### src/rtl/desc_guard_pkg.sv
package desc_guard_pkg;
  localparam logic [7:0] FORMAT_KEY = 8'hA5;

  localparam int CB_IRQ_EN   = 8;
  localparam int CB_WB_EN    = 9;
  localparam int CB_IGN_DONE = 10;
  localparam int CB_BURST    = 11;
  localparam int CB_FRAGMODE = 18;
  localparam int CB_CHAIN_END= 19;
  localparam int CB_SUM_EN   = 20;
  localparam int CB_FRAME_END= 21;

  localparam int FLAG_WORD = 5;
  localparam int FLAG_BIT  = 31;

  typedef enum logic [1:0] {
    VERDICT_PASS     = 2'd0,
    VERDICT_FORMAT   = 2'd1,
    VERDICT_CHECKSUM = 2'd2,
    VERDICT_CONSUMED = 2'd3
  } verdict_e;
endpackage

### src/rtl/dg_beat_counter.sv
module dg_beat_counter #(
  parameter int N_WORDS = 16,
  localparam int IDX_W = $clog2(N_WORDS)
) (
  input  logic             clk,
  input  logic             rst_n,
  input  logic             take,
  output logic [IDX_W-1:0] idx,
  output logic             at_first,
  output logic             at_final
);
  localparam logic [IDX_W-1:0] LAST_IDX = IDX_W'(N_WORDS - 1);

  always_ff @(posedge clk or negedge rst_n) begin
    if (!rst_n) begin
      idx <= '0;
    end else if (take) begin
      idx <= (idx == LAST_IDX) ? '0 : idx + 1'b1;
    end
  end

  assign at_first = (idx == '0);
  assign at_final = (idx == LAST_IDX);
endmodule

### src/rtl/dg_sum_accum.sv
module dg_sum_accum #(
  parameter int WORD_W = 32
) (
  input  logic              clk,
  input  logic              rst_n,
  input  logic              take,
  input  logic              at_first,
  input  logic              at_final,
  input  logic [WORD_W-1:0] data,
  output logic [WORD_W-1:0] partial
);
  // partial holds the wrapping sum of every word before the current one
  always_ff @(posedge clk or negedge rst_n) begin
    if (!rst_n) begin
      partial <= '0;
    end else if (take && !at_final) begin
      partial <= at_first ? data : partial + data;
    end
  end
endmodule

### src/rtl/dg_field_latch.sv
module dg_field_latch
  import desc_guard_pkg::*;
#(
  parameter int WORD_W = 32,
  parameter int N_WORDS = 16,
  parameter int CHAN_W = 3,
  localparam int IDX_W = $clog2(N_WORDS)
) (
  input  logic              clk,
  input  logic              rst_n,
  input  logic              take,
  input  logic [IDX_W-1:0]  idx,
  input  logic [WORD_W-1:0] data,
  input  logic [CHAN_W-1:0] chan,
  output logic [WORD_W-1:0] ctrl,
  output logic              consumed,
  output logic [CHAN_W-1:0] tag
);
  localparam logic [IDX_W-1:0] FLAG_IDX = IDX_W'(FLAG_WORD);

  always_ff @(posedge clk or negedge rst_n) begin
    if (!rst_n) begin
      ctrl     <= '0;
      consumed <= 1'b0;
      tag      <= '0;
    end else if (take) begin
      if (idx == '0) begin
        ctrl <= data;
        tag  <= chan;
      end
      if (idx == FLAG_IDX) begin
        consumed <= data[FLAG_BIT];
      end
    end
  end
endmodule

### src/rtl/dg_verdict.sv
module dg_verdict
  import desc_guard_pkg::*;
#(
  parameter int WORD_W = 32
) (
  input  logic [WORD_W-1:0] ctrl,
  input  logic              consumed,
  input  logic [WORD_W-1:0] partial,
  input  logic [WORD_W-1:0] expect_sum,
  output verdict_e          verdict,
  output logic [31:0]       status,
  output logic              chain_end
);
  logic fmt_bad, sum_bad, flag_bad;

  always_comb begin
    fmt_bad  = (ctrl[7:0] != FORMAT_KEY);
    sum_bad  = ctrl[CB_SUM_EN] && (partial != expect_sum);
    flag_bad = consumed && !ctrl[CB_IGN_DONE];
    if (fmt_bad)       verdict = VERDICT_FORMAT;
    else if (sum_bad)  verdict = VERDICT_CHECKSUM;
    else if (flag_bad) verdict = VERDICT_CONSUMED;
    else               verdict = VERDICT_PASS;
  end

  always_comb begin
    status        = '0;
    status[20:13] = ctrl[7:0];
    status[12]    = ctrl[CB_IRQ_EN];
    status[11]    = ctrl[CB_WB_EN];
    status[10]    = consumed;
    status[9]     = ctrl[CB_IGN_DONE];
    status[8]     = ctrl[CB_FRAME_END];
    status[7]     = ctrl[CB_CHAIN_END];
    status[6]     = ctrl[CB_SUM_EN];
    status[5]     = ctrl[CB_FRAGMODE];
    status[4]     = ctrl[CB_BURST];
  end

  assign chain_end = ctrl[CB_CHAIN_END] | ctrl[CB_FRAME_END];
endmodule

### src/rtl/desc_guard.sv
module desc_guard
  import desc_guard_pkg::*;
#(
  parameter int WORD_W  = 32,
  parameter int N_WORDS = 16,
  parameter int CHAN_W  = 3
) (
  input  logic              clk,
  input  logic              rst_n,
  input  logic              in_valid,
  output logic              in_ready,
  input  logic [WORD_W-1:0] in_data,
  input  logic [CHAN_W-1:0] in_chan,
  output logic              res_valid,
  output logic              res_ok,
  output logic [1:0]        res_err,
  output logic              res_last,
  output logic [CHAN_W-1:0] res_chan,
  output logic [31:0]       res_status
);
  localparam int IDX_W = $clog2(N_WORDS);

  logic              take, at_first, at_final;
  logic [IDX_W-1:0]  idx;
  logic [WORD_W-1:0] partial, ctrl;
  logic              consumed;
  logic [CHAN_W-1:0] tag;
  verdict_e          verdict;
  logic [31:0]       status;
  logic              chain_end;

  assign in_ready = !res_valid;
  assign take     = in_valid && in_ready;

  dg_beat_counter #(.N_WORDS(N_WORDS)) u_cnt (
    .clk(clk), .rst_n(rst_n), .take(take),
    .idx(idx), .at_first(at_first), .at_final(at_final)
  );

  dg_sum_accum #(.WORD_W(WORD_W)) u_sum (
    .clk(clk), .rst_n(rst_n), .take(take), .at_first(at_first),
    .at_final(at_final), .data(in_data), .partial(partial)
  );

  dg_field_latch #(.WORD_W(WORD_W), .N_WORDS(N_WORDS), .CHAN_W(CHAN_W)) u_fld (
    .clk(clk), .rst_n(rst_n), .take(take), .idx(idx), .data(in_data),
    .chan(in_chan), .ctrl(ctrl), .consumed(consumed), .tag(tag)
  );

  dg_verdict #(.WORD_W(WORD_W)) u_vrd (
    .ctrl(ctrl), .consumed(consumed), .partial(partial),
    .expect_sum(in_data), .verdict(verdict), .status(status),
    .chain_end(chain_end)
  );

  always_ff @(posedge clk or negedge rst_n) begin
    if (!rst_n) begin
      res_valid  <= 1'b0;
      res_ok     <= 1'b0;
      res_err    <= 2'd0;
      res_last   <= 1'b0;
      res_chan   <= '0;
      res_status <= '0;
    end else begin
      res_valid <= take && at_final;
      if (take && at_final) begin
        res_ok     <= (verdict == VERDICT_PASS);
        res_err    <= verdict;
        res_last   <= chain_end;
        res_chan   <= tag;
        res_status <= status;
      end
    end
  end
endmodule

### config.mk
export PLATFORM = sky130hd
export DESIGN_NAME = desc_guard
export DESIGN_NICKNAME = d
export VERILOG_FILES = /design/src/rtl/desc_guard_pkg.sv /design/src/rtl/dg_beat_counter.sv /design/src/rtl/dg_sum_accum.sv /design/src/rtl/dg_field_latch.sv /design/src/rtl/dg_verdict.sv /design/src/rtl/desc_guard.sv
export SDC_FILE = /design/constraint.sdc
export NUM_CORES = 1
export LEC_CHECK = 0
export ABC_AREA = 1
export BUFFER_PORTS_ARGS = -buffer_cell sky130_fd_sc_hd__buf_2
export CAP_MARGIN = 20
export CORE_MARGIN = 2
export CORE_UTILIZATION = 30
export DETAILED_ROUTE_END_ITERATION = 10
export GPL_TIMING_DRIVEN = 0
export SLEW_MARGIN = 10
export SYNTH_ARGS = -nofsm -noshare
export SYNTH_HDL_FRONTEND = slang
export SYNTH_SLANG_ARGS = --single-unit
### constraint.sdc
create_clock -name clk -period 1.8 [get_ports clk]
set_input_delay 0.09 -clock clk [delete_from_list [all_inputs] [get_ports clk]]
set_output_delay 0.09 -clock clk [all_outputs]
set_load 0.05 [all_outputs]
==> results.tsv, run 1 <==
stage	metric	value	unit
synth	largest area contributor in the netlist	dfrtp_1	
hold_path	hold depth	3	
timing	clk_skew	0.0112	ns
final_layout	post-route cell area	0.00811	sq mm
timing	Sum Neg Setup Slack	-0.674	ns
timing	Hold WS	0.0345	ns
clock_tree	TritonCTS clock tree	built	
timing	unrepaired setup endpoints after global routing	yes	
synth	#FFs+latches synth	81	
floorplanning	Die X	146	um
power	Switching Power	7.19	mW
floorplanning	effective utilization at floorplan	30.7	%
critical_path	critical-path cell list	ha_4 -> nand2_1 -> inv_1 -> nand2_1 -> nor3_2 -> nand2_1 -> nand2_1 -> xor2_1 -> nand2_1 -> nand2_1 -> nand2_1	
synth	Post-Syn Instances	930	
grt	vias in the first global route	5577	
route	vias	5947	
power	leakage	4.37	nW
power	Switching Share	49.9	%
synth	synth warn	0	
status	violated checks	negative setup slack	
status	status	complete, but fails checks	
place	Cells after DPL	1273	
clock_tree	clk buf depth	2	
synth	mux share of post-synthesis cell area	1.12	%
critical_path	Critical Path Slowest Stage Cell	dfrtp_1	
timing	endpoints failing hold	0	
hold_path	Hold WC Path Type	input port to register	
clock_tree	CTS Root Cell	clkbuf_16	
timing	crit share post-route	107	%
timing	fmax	521	MHz
synth	Post-Syn Area	0.00602	sq mm
clock_tree	later-pin clock latency in the skew report	0.36	ns
synth	largest family of logic cells by synthesized area	simple AND/OR/NAND/NOR gates	
route	WL per Instance	14.0	um
floorplanning	Die ar.	0.0212	sq mm
grt	global-route wire length before repair	28.9	mm
clock_tree	clock-pin slew on the worst setup and hold paths	0.07	ns
critical_path	most used cell, CP	nand2_1	
synth	Post-Synth Adder-Cell Area	7.40	%
timing	Final Max Tran Viols	0	
synth	Synth Area in Simple Gates	35.3	%
power	Clock power frac	12.6	%
hold_path	hold_sp	in_data[0]	
route	Post-DRT Antenna Nets	0	
grt	initial antenna violation count	0	
grt	GRT Total Usage	17.2	%
place	global placement routability congestion	0.890	
power	Worst VDD drop	0.600	mV
synth	Syn Area/Cell	6.47	sq um
synth	compound-cell area share of the yosys netlist	7.86	%
final_layout	Area Growth Syn to Fin	34.7	%
critical_path	critical path endpoint category	register	
timing	setup violators final	14	
job	max-cap violations	0	
place	Area after DPL	0.00677	sq mm
route	Detailed Route Iter0 Violations	342	
critical_path	Worst Path Max Fanout	5	
critical_path	startpoint types	register	
clock_tree	H-tree levels	3	
floorplanning	Cell Rows	51	
synth	post-synthesis cell type count	31	
power	Flop pwr share	22.8	%
critical_path	RR Endpoint	u_sum.partial[16]	
synth	xor-xnor portion of the synthesized cell area	2.18	%
final_layout	Final Net Count	1124	
power	Int Power	7.21	mW
place	pre-CTS WS	-0.368	ns
power	Total Power Consumption	14.4	mW
grt	grt ovf	0	
floorplanning	Die Span Y	146	um
power	Logic pwr share	64.6	%
timing	Period minus WS final	1.92	ns
grt	largest net degree at the start of global routing	65	
power	total power divided by cell area	1780	mW/mm^2
route	# DRC	0	
hold_path	hold path endpoint	u_sum.partial[0]	
final_layout	fin cells	1322	
critical_path	crit path kind	register to register	
synth	top cell type's share of synthesized area	33.7	%
critical_path	CP arrival	2.17	ns
route	Post-Route WL	18.5	mm
critical_path	reg-to-reg slack, setup	-0.12	ns
final_layout	layout cells sized above 1	28.4	%
route	1st-pass router iterations	5	
floorplanning	Core Footprint	0.0196	sq mm
route	Vias per Instance	4.50	
critical_path	R2R cell count	11	
place	PortBufs	63	
place	post-DP HPWL	13.8	mm
critical_path	max incr delay on CP	0.41	ns
synth	largest cells by area after synthesis	dfrtp_1 (34%), nand2_1 (21%), inv_1 (8.9%)	
floorplanning	I/O pins	79	
critical_path	FF-to-FF Start	u_sum.partial[14]	
synth	Seq/Total Area, Yosys	33.7	%
final_layout	Final Util	41.4	%
clock_tree	clock net sink count	81	
clock_tree	TritonCTS buffer count	9	
timing	post-layout worst setup margin	-0.118	ns
critical_path	WP data required	2.06	ns
[layout by cell type, fill, tap and decap left out, types with 33 or more instances in the layout]
| master | count |
|---|---|
| a21oi_1 | 38 |
| buf_2 | 66 |
| buf_4 | 44 |
| dfrtp_1 | 79 |
| inv_1 | 137 |
| nand2_1 | 302 |
| nand2_2 | 46 |
| nand3_1 | 33 |
| nor2_1 | 77 |
[cell usage after synthesis, drive strengths merged]
| library cell | number |
|---|---|
| a21oi | 52 |
| a21o | 1 |
| nor3 | 9 |
| nor4 | 2 |
| nor2 | 95 |
| mux2 | 6 |
| inv | 146 |
| nand4 | 6 |
| nand3 | 48 |
| xor2 | 14 |
| nand2 | 357 |
| o21bai | 2 |
| o21ai | 38 |
| nand3b | 1 |
| dfrtp | 81 |
| clkbuf | 8 |
| xnor2 | 1 |
| and2 | 1 |
| buf | 26 |
| ha | 34 |
| conb | 1 |
| fa | 1 |
[layer usage]
| layer | wire [um] | track usage, % |
|---|---|---|
| met5 | 0 | 0 |
| met4 | 188 | 4.51 |
| met3 | 720 | 2.54 |
| met2 | 8880 | 29.0 |
| met1 | 8710 | 23.1 |
[critical path, delay by kind of cell, from the launching register on]
family / cells / cell delay [ns]
buffers and inverters: 1 / 0.08
xor gates and xnor gates: 1 / 0.15
and+or+nand+nor: 8 / 0.83
adders and majority gates: 1 / 0.33
DFF: 1 / 0.41
[cells by family (layout without fill, tap and decap cells)]
family | count (synthesis) | in the layout
AO/OA/AOI/OAI | 93 | 93
XOR/XNOR | 15 | 15
adder cells (fa/ha/maj) | 35 | 35
buffers and inverters | 180 | 292
flip-flops | 81 | 81
multiplexers | 6 | 6
other | 1 | 16
AND/OR/NAND/NOR | 519 | 519
[how the worst max path moves through the flow]
stage | from | end | slack (ns)
floorplan | res_valid | u_fld.ctrl[6] | -0.01
global placement | u_sum.partial[20] | res_err[1] | -0.37
detailed placement | u_cnt.idx[0] | u_sum.partial[23] | -0.37
CTS | u_sum.partial[0] | u_sum.partial[26] | -0.15
global route | u_sum.partial[14] | u_sum.partial[16] | -0.17
finish | u_sum.partial[14] | u_sum.partial[16] | -0.12
[power groups by stage]
stage / clock (mW) / sequential [mW] / combinational [mW]
4_1_cts: 1.85 / 3.24 / 8.12
3_5_place_dp: 0 / 3.14 / 7.32
6_report: 1.81 / 3.29 / 9.29
3_3_place_gp: 0 / 3.12 / 7.21
2_1_floorplan: 0 / 3.78 / 4.83
5_1_grt: 1.93 / 3.39 / 10.2
[area by class of cell]
type | count | area [sq um]
fill | 2059 | 11500
clock inverter | 6 | 50.0
timing repair buffer | 96 | 607
sequential | 81 | 2030
multi-input combinational | 683 | 4060
buffer | 34 | 241
antenna | 1 | 2.50
clock buffer | 10 | 229
inverter | 146 | 554
tap | 265 | 332
[sequential cells by signal, summed over array words and instances, names as in the netlist]
signal          cells
res_ok              1
u_cnt.idx           4
res_last            1
res_valid           1
res_status         17
u_fld.consumed      1
u_sum.partial      32
u_fld.tag           3
res_err             2
u_fld.ctrl         16
res_chan            3
[what timing repair did]
item                                    4_1_cts  5_1_grt
resized for setup                            88      104
hold endpoints to repair                     30        0
endpoints found under the setup margin       46       60
hold buffers                                  4        0
pin swaps                                    17       41
setup buffers                                 5       23
No activity file was read; power rests on OpenSTA's default activity.
==> run 2: changes to the inputs <==
--- a/config.mk
+++ b/config.mk
@@ -9,7 +9,7 @@
 export BUFFER_PORTS_ARGS = -buffer_cell sky130_fd_sc_hd__buf_2
 export CAP_MARGIN = 20
 export CORE_MARGIN = 2
-export CORE_UTILIZATION = 30
+export CORE_UTILIZATION = 40
 export DETAILED_ROUTE_END_ITERATION = 10
 export GPL_TIMING_DRIVEN = 0
 export SLEW_MARGIN = 10
==> run 2 against run 1 <==
The run still ends with negative setup slack left. Non-clock buffer count is 5 higher. Global-route usage up 5.3 points. First-iteration DRC count is 2.6% lower. Cell area barely moved. Core utilization rose by 14 points. Clock skew grew 0.0021 ns. Combinational power rose by 2%. Cell count is 5.8% lower. Power grew 2.0%. Maximum frequency fell by 2.8%.
==> results.tsv, run 2 (same netlist as run 1, synthesis figures left out) <==
stage	metric	value	unit	change
route	Vias per Instance	4.87		+8.2%
clock_tree	later-pin clock latency in the skew report	0.35	ns	about the same
route	WL per Instance	14.4	um	+2.9%
timing	Period minus WS final	1.97	ns	+0.0553 ns
place	PortBufs	63		unchanged
timing	post-layout worst setup margin	-0.173	ns	-0.0553 ns
power	leakage	4.44	nW	+1.6%
final_layout	Area Growth Syn to Fin	34.7	%	about the same
final_layout	layout cells sized above 1	29.2	%	+0.81 points
critical_path	crit path kind	register to register		
place	post-DP HPWL	13.2	mm	-4.1%
grt	busiest grt layer	met2		
final_layout	largest register by flop count	u_sum.partial		
final_layout	Final Util	55.3	%	+14 points
power	total power divided by cell area	1810	mW/mm^2	+2.1%
route	1st-pass router iterations	6		+1
timing	normalized max-slew margin	66.1	%	
clock_tree	clk buf depth	2		unchanged
clock_tree	CTS Root Cell	clkbuf_16		
place	pre-CTS WS	-0.391	ns	-0.0233 ns
final_layout	ant diodes	0		-1
final_layout	commonest non-fill, non-tap cell in the layout	nand2_1		
clock_tree	TritonCTS clock tree	built		
floorplanning	Die ar.	0.0160	sq mm	-24%
floorplanning	effective utilization at floorplan	41.1	%	+10 points
timing	clk_skew	0.0133	ns	+0.00215 ns
clock_tree	TritonCTS buffer count	9		unchanged
grt	grt met2 use	36.5	%	+7.5 points
final_layout	max FFs per register	32		unchanged
route	Post-DRT Antenna Nets	0		unchanged
timing	crit share post-route	110	%	+3.1 points
clock_tree	H-tree levels	3		unchanged
place	global placement routability congestion	0.939		+5.5%
floorplanning	Cell Rows	44		-14%
timing	Final Max Tran Viols	0		unchanged
clock_tree	clock net sink count	81		unchanged
route	vias	6059		+1.9%
clock_tree	clock-pin slew on the worst setup and hold paths	0.07	ns	about the same
route	Detailed Route Iter0 Violations	333		-2.6%
critical_path	WP data required	2.08	ns	+0.02 ns
timing	endpoints failing hold	0		unchanged
route	Post-Route WL	17.9	mm	-3.1%
timing	setup violators final	12		-2
final_layout	most frequent cells in the layout	nand2_1 (294), inv_1 (137), nor2_1 (79), dfrtp_1 (79), buf_2 (68)		
critical_path	Worst Path Max Fanout	4		-1
grt	global-route wire length before repair	28.3	mm	-2.1%
power	Worst VDD drop	0.649	mV	+8.1%
timing	fmax	507	MHz	-2.8%
job	max-cap violations	0		unchanged
route	# DRC	0		unchanged
floorplanning	Die X	127	um	-13%
floorplanning	I/O pins	79		unchanged
grt	initial antenna violation count	0		unchanged
final_layout	Final Net Count	1129		+0.44%
critical_path	CP arrival	2.25	ns	+0.08 ns
grt	largest net degree at the start of global routing	47		-28%
critical_path	startpoint types	register		
hold_path	Hold WC Path Type	input port to register		
grt	vias in the first global route	5569		-0.14%
grt	grt ovf	0		unchanged
timing	unrepaired setup endpoints after global routing	yes		
floorplanning	Die Span Y	127	um	-13%
status	violated checks	negative setup slack		
floorplanning	Core Footprint	0.0146	sq mm	-25%
timing	worst-margin pin slew	0.508	ns	
grt	GRT Total Usage	22.5	%	+5.3 points
status	status	complete, but fails checks		
grt	met1 usage	30.9	%	+7.8 points
grt	GR Util met3	3.37	%	+0.83 points
final_layout	Largest regs	u_sum.partial: 32 flops, res_status: 17 flops, u_fld.ctrl: 16 flops		
critical_path	critical path endpoint category	register		
[run 2: changes by cell type in the layout (fill, tap and decap cells not counted), sizes merged]
cell	previous run	this run
bufinv	0	1
buf	117	122
clkbuf	19	20
inv	148	146
diode	1	0
[run 2: layout make-up]
cell class / instances / area, sq um
plain buffers: 34 / 228
clock buffers: 11 / 243
clock inverters: 5 / 63.8
fillers: 1396 / 6540
inverters: 146 / 554
multi-input cells: 683 / 4120
flip-flops and latches: 81 / 2030
well taps: 184 / 230
repair buffers: 101 / 641
[run 2: metal layers]
metal / part of all wire [%] / wire length [um] / up-vias
met5: 0 / 0 / -
met4: 1.9 / 339 / 0
met3: 4.5 / 811 / 28
met2: 46 / 8200 / 159
met1: 48 / 8580 / 2784
li1: - / - / 3088
[run 2: through the flow]
step | cell area (sq um) | hold WS (ns) | std cells | power, mW | setup TNS [ns]
finish | 8100 | 0.0440 | 1245 | 14.7 | -1.23
global placement | 6640 | 0.335 | 1191 | 10.4 | -12.32
CTS | 7490 | 0.0252 | 1218 | 13.3 | -1.17
global route | 8100 | 0.0489 | 1245 | 15.9 | -2.76
detailed placement | 6670 | 0.0896 | 1192 | 10.4 | -5.87
floorplan | 6100 | -0.206 | 944 | 8.61 | -0.0554
[run 2: power breakdown]
part / total, mW / internal (mW) / leakage [nW] / switching (mW)
combinational: 9.46 / 3.66 / 3.29 / 5.79
clock: 1.96 / 1.12 / 0.146 / 0.831
sequential: 3.28 / 2.65 / 0.998 / 0.623
[run 2: path summary, 6_finish.rpt]
check	start	end	slack, ns	depth (start not counted)
max	u_sum.partial[0]	u_sum.partial[6]	-0.17	11
min	in_data[0]	u_sum.partial[0]	0.04	3
max reg2reg	u_sum.partial[0]	u_sum.partial[6]	-0.17	11
min reg2reg	u_fld.tag[2]	res_chan[2]	0.47	2
max in group asynchronous	rst_n	u_sum.partial[1]	0.94	3
min in group asynchronous	rst_n	res_status[14]	0.24	2
[run 2: critical path, stage by stage (launching register included)]
cell and delay, ns:
dfrtp_1 0.43, ha_4 0.19, fa_2 0.36, nand3_2 0.10, nand3_4 0.10, nand2_2 0.09
nand2_2 0.06, buf_4 0.13, buf_4 0.12, xor2_1 0.12, nand2_1 0.08, a21oi_1 0.12
[run 2: what timing repair did]
item | in CTS | in global routing
setup buffers | 6 | 27
endpoints found under the hold margin | 38 | 0
pin swaps | 15 | 34
gates cloned | 0 | 0
gates resized for setup | 89 | 109
hold buffers | 4 | 0
setup endpoints to repair | 64 | 70
